$ cat src/rtl/rtg_pkg.sv
package rtg_pkg;
  parameter int CW = 12;
  parameter int MIN_HBLANK = 56;
  parameter int MIN_PORCH = 4;

  localparam int REG_CTRL    = 0;
  localparam int REG_HTOT    = 1;
  localparam int REG_VTOT    = 2;
  localparam int REG_HSYNC   = 3;
  localparam int REG_VSYNC   = 4;
  localparam int REG_HBLANK  = 5;
  localparam int REG_VBLANK  = 6;
  localparam int REG_HBORDER = 7;
  localparam int REG_VBORDER = 8;
  localparam int REG_BLANKC  = 9;
  localparam int REG_BORDERC = 10;

  typedef logic [CW-1:0] cnt_t;

  typedef struct packed {
    cnt_t total;
    cnt_t sync_end;
    cnt_t blank_end;
    cnt_t blank_start;
    cnt_t lead_border;
    cnt_t trail_border;
  } axis_t;

  typedef struct packed {
    axis_t h;
    axis_t v;
  } timing_t;

  typedef enum logic [1:0] {
    SEL_ZERO,
    SEL_BLANKC,
    SEL_BORDER,
    SEL_DATA
  } pix_sel_e;

  function automatic logic is_blank(cnt_t p, axis_t a);
    return (p < a.blank_end) || (p >= a.blank_start);
  endfunction
endpackage

$ cat src/rtl/rtg_regs.sv
module rtg_regs
  import rtg_pkg::*;
#(
  parameter int AW  = 4,
  parameter int DW  = 32,
  parameter int PXW = 24
) (
  input  logic           clk,
  input  logic           rst_n,
  input  logic           cfg_we,
  input  logic [AW-1:0]  cfg_addr,
  input  logic [DW-1:0]  cfg_wdata,
  input  logic           frame_wrap,
  output logic           run_en,
  output logic           force_blank,
  output logic           hs_neg,
  output logic           vs_neg,
  output logic [PXW-1:0] blank_color,
  output logic [PXW-1:0] border_color,
  output timing_t        act_tm,
  output logic           timing_bad
);
  localparam int HI = DW / 2;
  localparam int EW = CW + 2;

  timing_t stg_tm;
  cnt_t    lo_f;
  cnt_t    hi_f;
  logic    load_en;

  assign lo_f = cfg_wdata[CW-1:0];
  assign hi_f = cfg_wdata[HI+CW-1:HI];

  always_ff @(posedge clk or negedge rst_n) begin
    if (!rst_n) begin
      stg_tm       <= '0;
      run_en       <= 1'b0;
      force_blank  <= 1'b0;
      hs_neg       <= 1'b0;
      vs_neg       <= 1'b0;
      blank_color  <= '0;
      border_color <= '0;
    end else if (cfg_we) begin
      case (cfg_addr)
        AW'(REG_CTRL): begin
          run_en      <= cfg_wdata[0];
          force_blank <= cfg_wdata[1];
          hs_neg      <= cfg_wdata[2];
          vs_neg      <= cfg_wdata[3];
        end
        AW'(REG_HTOT):    stg_tm.h.total    <= lo_f;
        AW'(REG_VTOT):    stg_tm.v.total    <= lo_f;
        AW'(REG_HSYNC):   stg_tm.h.sync_end <= lo_f;
        AW'(REG_VSYNC):   stg_tm.v.sync_end <= lo_f;
        AW'(REG_HBLANK): begin
          stg_tm.h.blank_end   <= lo_f;
          stg_tm.h.blank_start <= hi_f;
        end
        AW'(REG_VBLANK): begin
          stg_tm.v.blank_end   <= lo_f;
          stg_tm.v.blank_start <= hi_f;
        end
        AW'(REG_HBORDER): begin
          stg_tm.h.lead_border  <= lo_f;
          stg_tm.h.trail_border <= hi_f;
        end
        AW'(REG_VBORDER): begin
          stg_tm.v.lead_border  <= lo_f;
          stg_tm.v.trail_border <= hi_f;
        end
        AW'(REG_BLANKC):  blank_color  <= cfg_wdata[PXW-1:0];
        AW'(REG_BORDERC): border_color <= cfg_wdata[PXW-1:0];
        default: ;
      endcase
    end
  end

  // Horizontal limits on the staged set
  logic signed [EW-1:0] h_len, fp_len, bp_len, blk_len;
  assign h_len   = $signed(EW'(stg_tm.h.total) + EW'(1));
  assign fp_len  = h_len - $signed(EW'(stg_tm.h.blank_start));
  assign bp_len  = $signed(EW'(stg_tm.h.blank_end)) - $signed(EW'(stg_tm.h.sync_end));
  assign blk_len = fp_len + $signed(EW'(stg_tm.h.blank_end));

  assign timing_bad = (blk_len < $signed(EW'(MIN_HBLANK))) ||
                      (fp_len  < $signed(EW'(MIN_PORCH)))  ||
                      (bp_len  < $signed(EW'(MIN_PORCH)));

  assign load_en = (!run_en || frame_wrap) && !timing_bad;

  always_ff @(posedge clk or negedge rst_n) begin
    if (!rst_n)       act_tm <= '0;
    else if (load_en) act_tm <= stg_tm;
  end
endmodule

$ cat src/rtl/rtg_counter.sv
module rtg_counter
  import rtg_pkg::*;
#(
  parameter int FCW = 24
) (
  input  logic           clk,
  input  logic           rst_n,
  input  logic           run_en,
  input  timing_t        act_tm,
  output cnt_t           pos_h,
  output cnt_t           pos_v,
  output logic [FCW-1:0] frame_cnt,
  output logic           frame_wrap
);
  logic h_last, v_last, vb_entry;
  cnt_t h_nxt, v_nxt;

  assign h_last = (pos_h == act_tm.h.total);
  assign v_last = (pos_v == act_tm.v.total);

  always_comb begin
    h_nxt = h_last ? '0 : pos_h + 1'b1;
    v_nxt = pos_v;
    if (h_last) v_nxt = v_last ? '0 : pos_v + 1'b1;
  end

  assign frame_wrap = run_en && h_last && v_last;
  assign vb_entry   = run_en && !is_blank(pos_v, act_tm.v) && is_blank(v_nxt, act_tm.v);

  always_ff @(posedge clk or negedge rst_n) begin
    if (!rst_n) begin
      pos_h     <= '0;
      pos_v     <= '0;
      frame_cnt <= '0;
    end else if (run_en) begin
      pos_h <= h_nxt;
      pos_v <= v_nxt;
      if (vb_entry) frame_cnt <= frame_cnt + 1'b1;
    end
  end
endmodule

$ cat src/rtl/rtg_axis_dec.sv
module rtg_axis_dec
  import rtg_pkg::*;
(
  input  cnt_t  pos,
  input  axis_t cfg,
  output logic  blank,
  output logic  sync_on,
  output logic  area
);
  cnt_t area_lo, area_hi;
  assign area_lo = cfg.blank_end + cfg.lead_border;
  assign area_hi = cfg.blank_start - cfg.trail_border;
  assign blank   = is_blank(pos, cfg);
  assign sync_on = pos < cfg.sync_end;
  assign area    = (pos >= area_lo) && (pos < area_hi);
endmodule

$ cat src/rtl/rtg_pixmux.sv
module rtg_pixmux
  import rtg_pkg::*;
#(
  parameter int PXW = 24
) (
  input  logic           force_blank,
  input  logic           in_blank,
  input  logic           in_area,
  input  logic           pix_valid,
  input  logic [PXW-1:0] pix_data,
  input  logic [PXW-1:0] blank_color,
  input  logic [PXW-1:0] border_color,
  output logic [PXW-1:0] pix_out
);
  pix_sel_e sel;

  always_comb begin
    if (force_blank)    sel = SEL_BLANKC;
    else if (in_blank)  sel = SEL_ZERO;
    else if (!in_area)  sel = SEL_BORDER;
    else if (pix_valid) sel = SEL_DATA;
    else                sel = SEL_BLANKC;
  end

  always_comb begin
    unique case (sel)
      SEL_ZERO:   pix_out = '0;
      SEL_BLANKC: pix_out = blank_color;
      SEL_BORDER: pix_out = border_color;
      SEL_DATA:   pix_out = pix_data;
      default:    pix_out = '0;
    endcase
  end
endmodule

$ cat src/rtl/raster_timing_gen.sv
module raster_timing_gen
  import rtg_pkg::*;
#(
  parameter int AW  = 4,
  parameter int DW  = 32,
  parameter int PXW = 24,
  parameter int FCW = 24
) (
  input  logic           clk,
  input  logic           rst_n,
  input  logic           cfg_we,
  input  logic [AW-1:0]  cfg_addr,
  input  logic [DW-1:0]  cfg_wdata,
  input  logic           pix_in_valid,
  output logic           pix_in_ready,
  input  logic [PXW-1:0] pix_in_data,
  output logic [PXW-1:0] pix_out,
  output logic           de,
  output logic           hsync,
  output logic           vsync,
  output logic           hblank,
  output logic           vblank,
  output logic [CW-1:0]  pos_h,
  output logic [CW-1:0]  pos_v,
  output logic [FCW-1:0] frame_cnt,
  output logic           timing_bad
);
  timing_t        act_tm;
  logic           run_en, force_blank, hs_neg, vs_neg, frame_wrap;
  logic [PXW-1:0] blank_color, border_color;
  logic [1:0]     ax_blank, ax_sync, ax_area;
  cnt_t           ax_pos [2];
  axis_t          ax_cfg [2];

  rtg_regs #(.AW(AW), .DW(DW), .PXW(PXW)) u_regs (
    .clk, .rst_n, .cfg_we, .cfg_addr, .cfg_wdata, .frame_wrap,
    .run_en, .force_blank, .hs_neg, .vs_neg,
    .blank_color, .border_color, .act_tm, .timing_bad
  );

  rtg_counter #(.FCW(FCW)) u_cnt (
    .clk, .rst_n, .run_en, .act_tm,
    .pos_h, .pos_v, .frame_cnt, .frame_wrap
  );

  assign ax_pos[0] = pos_h;
  assign ax_pos[1] = pos_v;
  assign ax_cfg[0] = act_tm.h;
  assign ax_cfg[1] = act_tm.v;

  for (genvar a = 0; a < 2; a++) begin : g_axis
    rtg_axis_dec u_dec (
      .pos(ax_pos[a]), .cfg(ax_cfg[a]),
      .blank(ax_blank[a]), .sync_on(ax_sync[a]), .area(ax_area[a])
    );
  end

  assign hblank       = ax_blank[0];
  assign vblank       = ax_blank[1];
  assign hsync        = ax_sync[0] ^ hs_neg;
  assign vsync        = ax_sync[1] ^ vs_neg;
  assign de           = !hblank && !vblank && (&ax_area);
  assign pix_in_ready = run_en && de;

  rtg_pixmux #(.PXW(PXW)) u_mux (
    .force_blank, .in_blank(hblank || vblank), .in_area(de),
    .pix_valid(pix_in_valid), .pix_data(pix_in_data),
    .blank_color, .border_color, .pix_out
  );
endmodule

$ cat config.mk
export PLATFORM = sky130hd
export DESIGN_NAME = raster_timing_gen
export DESIGN_NICKNAME = d
export VERILOG_FILES = /design/src/rtl/rtg_pkg.sv /design/src/rtl/rtg_regs.sv /design/src/rtl/rtg_counter.sv /design/src/rtl/rtg_axis_dec.sv /design/src/rtl/rtg_pixmux.sv /design/src/rtl/raster_timing_gen.sv
export SDC_FILE = /design/constraint.sdc
export NUM_CORES = 1
export LEC_CHECK = 0
export BUFFER_PORTS_ARGS = -buffer_cell sky130_fd_sc_hd__buf_2
export CAP_MARGIN = 15
export CORE_ASPECT_RATIO = 0.9
export CORE_MARGIN = 2
export CORE_UTILIZATION = 51
export CTS_CLUSTER_SIZE = 28
export DETAILED_ROUTE_END_ITERATION = 12
export PLACE_DENSITY = 0.69
export SLEW_MARGIN = 40
export SYNTH_ARGS = -nofsm -noshare
export SYNTH_HDL_FRONTEND = slang
export SYNTH_SLANG_ARGS = --single-unit
$ cat constraint.sdc
create_clock -name clk -period 15.9 [get_ports clk]
set_clock_uncertainty 0.15 [all_clocks]
set_input_delay 1.59 -clock clk [delete_from_list [all_inputs] [get_ports clk]]
set_output_delay 1.59 -clock clk [all_outputs]
set_load 0.05 [all_outputs]
==> impl_metrics.yaml <==
timing:
  finalSetupViolCount: 0
  finalSetupTns_ns: 0
  slew_viol_final: 0
  hold_viol: 0
  setup_slack_ns: 7.24
  max_slew_margin: 0.469
  rsz0062_at_grt: "no"
  period_minus_slack_ns: 8.66
  max_clock_freq_mhz: 115
  worstMarginPinSlew_ns: 0.796
  final.period_utilization: 0.545
logic_synthesis:
  seq_area_frac_synth: 0.418
  synth_nets: 2369
  syn_inst: 2078
  synth-edff-count: 0
  synth_top_area_share: 0.418
  yosysTopAreaCell: "dfrtp_1"
  synth.cells.most_frequent: "dfrtp_1, mux2_2, ha_1"
  synthTopCellsByArea: "dfrtp_1, mux2_2, ha_1"
  ys.flop_type: "dfrtp_1"
  async_flop_share: 1.00
  ys_ff_latch: 388
  synth_area_um2: 23200
  synth_most_common_cell: "dfrtp_1"
  ys_warn_count: 0
  synthDistinctLibCells: 82
  synth.avg_cell_area_um2: 11.2
detailed_routing:
  drt_iter0_markers: 1134
  detail_route.wl_per_cell_um: 20.8
  num_vias: 16600
  ant_nets: 0
  route.detailed.drc: 0
  first_pass_iters: 5
  viasPerCell: 5.81
  routed_wl_mm: 59.5
global_route:
  antenna_found_initial: 5
  grt_pass1_wl_mm: 93.6
  grt_pass1_vias: 16600
  grt_max_degree: 111
  overflow: 0
  grt_use_total: 0.255
critical_path:
  critPathMaxStageDelay_ns: 0.66
  cp_common_cell: "a21oi_1"
  path_class: "flop to primary output"
  critPathRequiredTime_ns: 14.16
  cp_data_arrival_time_ns: 6.92
  worst_setup_path_start_kind: "flop"
  crit_chain: "inv_1, ha_1, inv_1, fa_1, a21o_1, a21oi_1, o21bai_1, a21oi_1, o21bai_1, a21oi_1, o21bai_1, a21oi_1, xor2_1, ha_1, a21o_1, a2111oi_0, o21ai_0, nor4_2, and3_4, a31o_2, o2bb2ai_1, buf_2"
  crit_fanout: 28
  cpLargestDelayFamily: "compound AO/OA/AOI/OAI gates"
  cp.buffers_inverters: 3
  slowest_stage: "and3_4"
  cp-end-kind: "primary output"
clock_tree:
  ctsHoldBuffers: 0
  cts_tree: "done"
  clk_pin_slew_worst_paths_ns: 0.06
  h-tree-depth: 2
  postCtsSetupBuffers: 0
  cts_made_buffers: 44
  clock_path_buffers: 3
  clock_sink_count: 388
  clk_latency_ns: 0.59
  clockRootBuffer: "clkbuf_16"
  cts_resized: 0
placement:
  pre_cts_ws_ns: 7.69
  dp_hpwl_mm: 41.7
  gp_congestion: 0.900
  io_buffers: 138
layout:
  final_core_util: 0.576
  antenna_cells: 0
  nFillCells: 3872
  syn2layout_area_growth_pct: 12.2
  fin_nets: 2508
  drive_gt1_frac: 0.252
die:
  die_h_um: 206
  io_pins: 143
  rows: 74
  die_area_um2: 47200
  die_w_um: 229
  initial_core_util: 0.514
  coreArea_um2: 45200
flow_run:
  maxCapViolations: 0
outcome:
  run_status: "complete, no violations"
pwr:
  leakagePower_nw: 12.8
  powerDensity_nw_per_um2: 182
  peakVddDrop_v: 0.0000888
min_path:
  holdCritPathClass: "flop to flop"
path summary, 6_finish.rpt:
kind	slack [ns]	from	depth (start not counted)	to
max in group asynchronous	13.36	rst_n	3	u_regs.border_color[4]$_DFFE_PN0P_
min in group asynchronous	0.88	rst_n	1	u_cnt.frame_cnt[13]$_DFFE_PN0P_
setup reg to reg	10.05	u_regs.stg_tm[132]$_DFFE_PN0P_	20	u_regs.act_tm[11]$_DFFE_PN0P_
hold reg to reg	0.31	u_cnt.frame_cnt[23]$_DFFE_PN0P_	1	u_cnt.frame_cnt[23]$_DFFE_PN0P_
hold / removal	0.31	u_cnt.frame_cnt[23]$_DFFE_PN0P_	1	u_cnt.frame_cnt[23]$_DFFE_PN0P_
setup / recovery	7.24	u_regs.act_tm[96]$_DFFE_PN0P_	22	pix_out[6]
power breakdown:
| part | switching (W) | internal [W] |
|---|---|---|
| combinational | 0.00119 | 0.00100 |
| sequential | 0.000222 | 0.00126 |
| clock | 0.000428 | 0.000635 |
| total | 0.00184 | 0.00289 |
cell type report:
type | instances | area, um2 | area share
multi-input cells | 1443 | 12500 | 0.478
flip-flops and latches | 388 | 9710 | 0.373
clock buffers | 61 | 1210 | 0.0467
repair buffers | 163 | 961 | 0.0369
well taps | 608 | 761 | 0.0292
inverters | 177 | 664 | 0.0255
clock inverters | 17 | 277 | 0.0106
cell usage in the layout (no fill, tap or decap), drive strengths merged, types with 5 or more instances in the layout:
cell type,instances
nand2b,30
nor3,18
nand3,47
o211ai,5
nor2,68
o21a,20
a21o,36
a21boi,7
and3,21
o2bb2ai,25
a21oi,70
mux2i,46
nor2b,13
and2,30
clkbuf,61
nand3b,6
bufinv,6
mux2,303
nand2,83
dfrtp,388
a211o,9
o21ai,92
or3,13
a211oi,14
fa,5
ha,222
nand4,17
o21bai,5
o31ai,5
xnor2,57
nor4,25
buf,163
a2111oi,7
a31oi,11
clkinv,6
and4,5
o2111ai,9
xor2,67
inv,179
per-stage QoR:
stage	power, W	instances	cell area (um2)	hold WS [ns]
2_1_floorplan	0.00314	2078	23200	0.324
3_3_place_gp	0.00355	2777	24500	0.304
3_5_place_dp	0.00365	2779	24500	0.305
4_1_cts	0.00474	2857	26000	0.314
5_1_grt	0.00508	2857	26000	0.341
6_report	0.00474	2857	26000	0.306
state kept, by name, summed over array words and instances (netlist names):
| register | count |
|---|---|
| u_cnt.frame_cnt | 24 |
| u_cnt.pos_h | 12 |
| u_regs.force_blank | 1 |
| u_regs.blank_color | 24 |
| u_regs.run_en | 1 |
| u_regs.hs_neg | 1 |
| u_regs.stg_tm | 144 |
| u_regs.vs_neg | 1 |
| u_regs.border_color | 24 |
| u_cnt.pos_v | 12 |
| u_regs.act_tm | 144 |
kinds of logic (layout without fill, tap and decap cells):
logic type,Yosys count,in the layout,share of synthesized area
compound gates,353,353,0.103
flops,388,388,0.418
buf+inv,247,418,0.0467
fa+ha+maj,227,227,0.124
xor+xnor,124,124,0.0471
simple gates,390,390,0.0875
mux,349,349,0.173
per-layer routing:
| layer | track usage | wire length (um) |
|---|---|---|
| met5 | 0 | 24 |
| met4 | 0.0844 | 1820 |
| met3 | 0.0555 | 3750 |
| met2 | 0.394 | 26200 |
| met1 | 0.356 | 27700 |
Note: power is estimated with default switching activity, not from simulation.
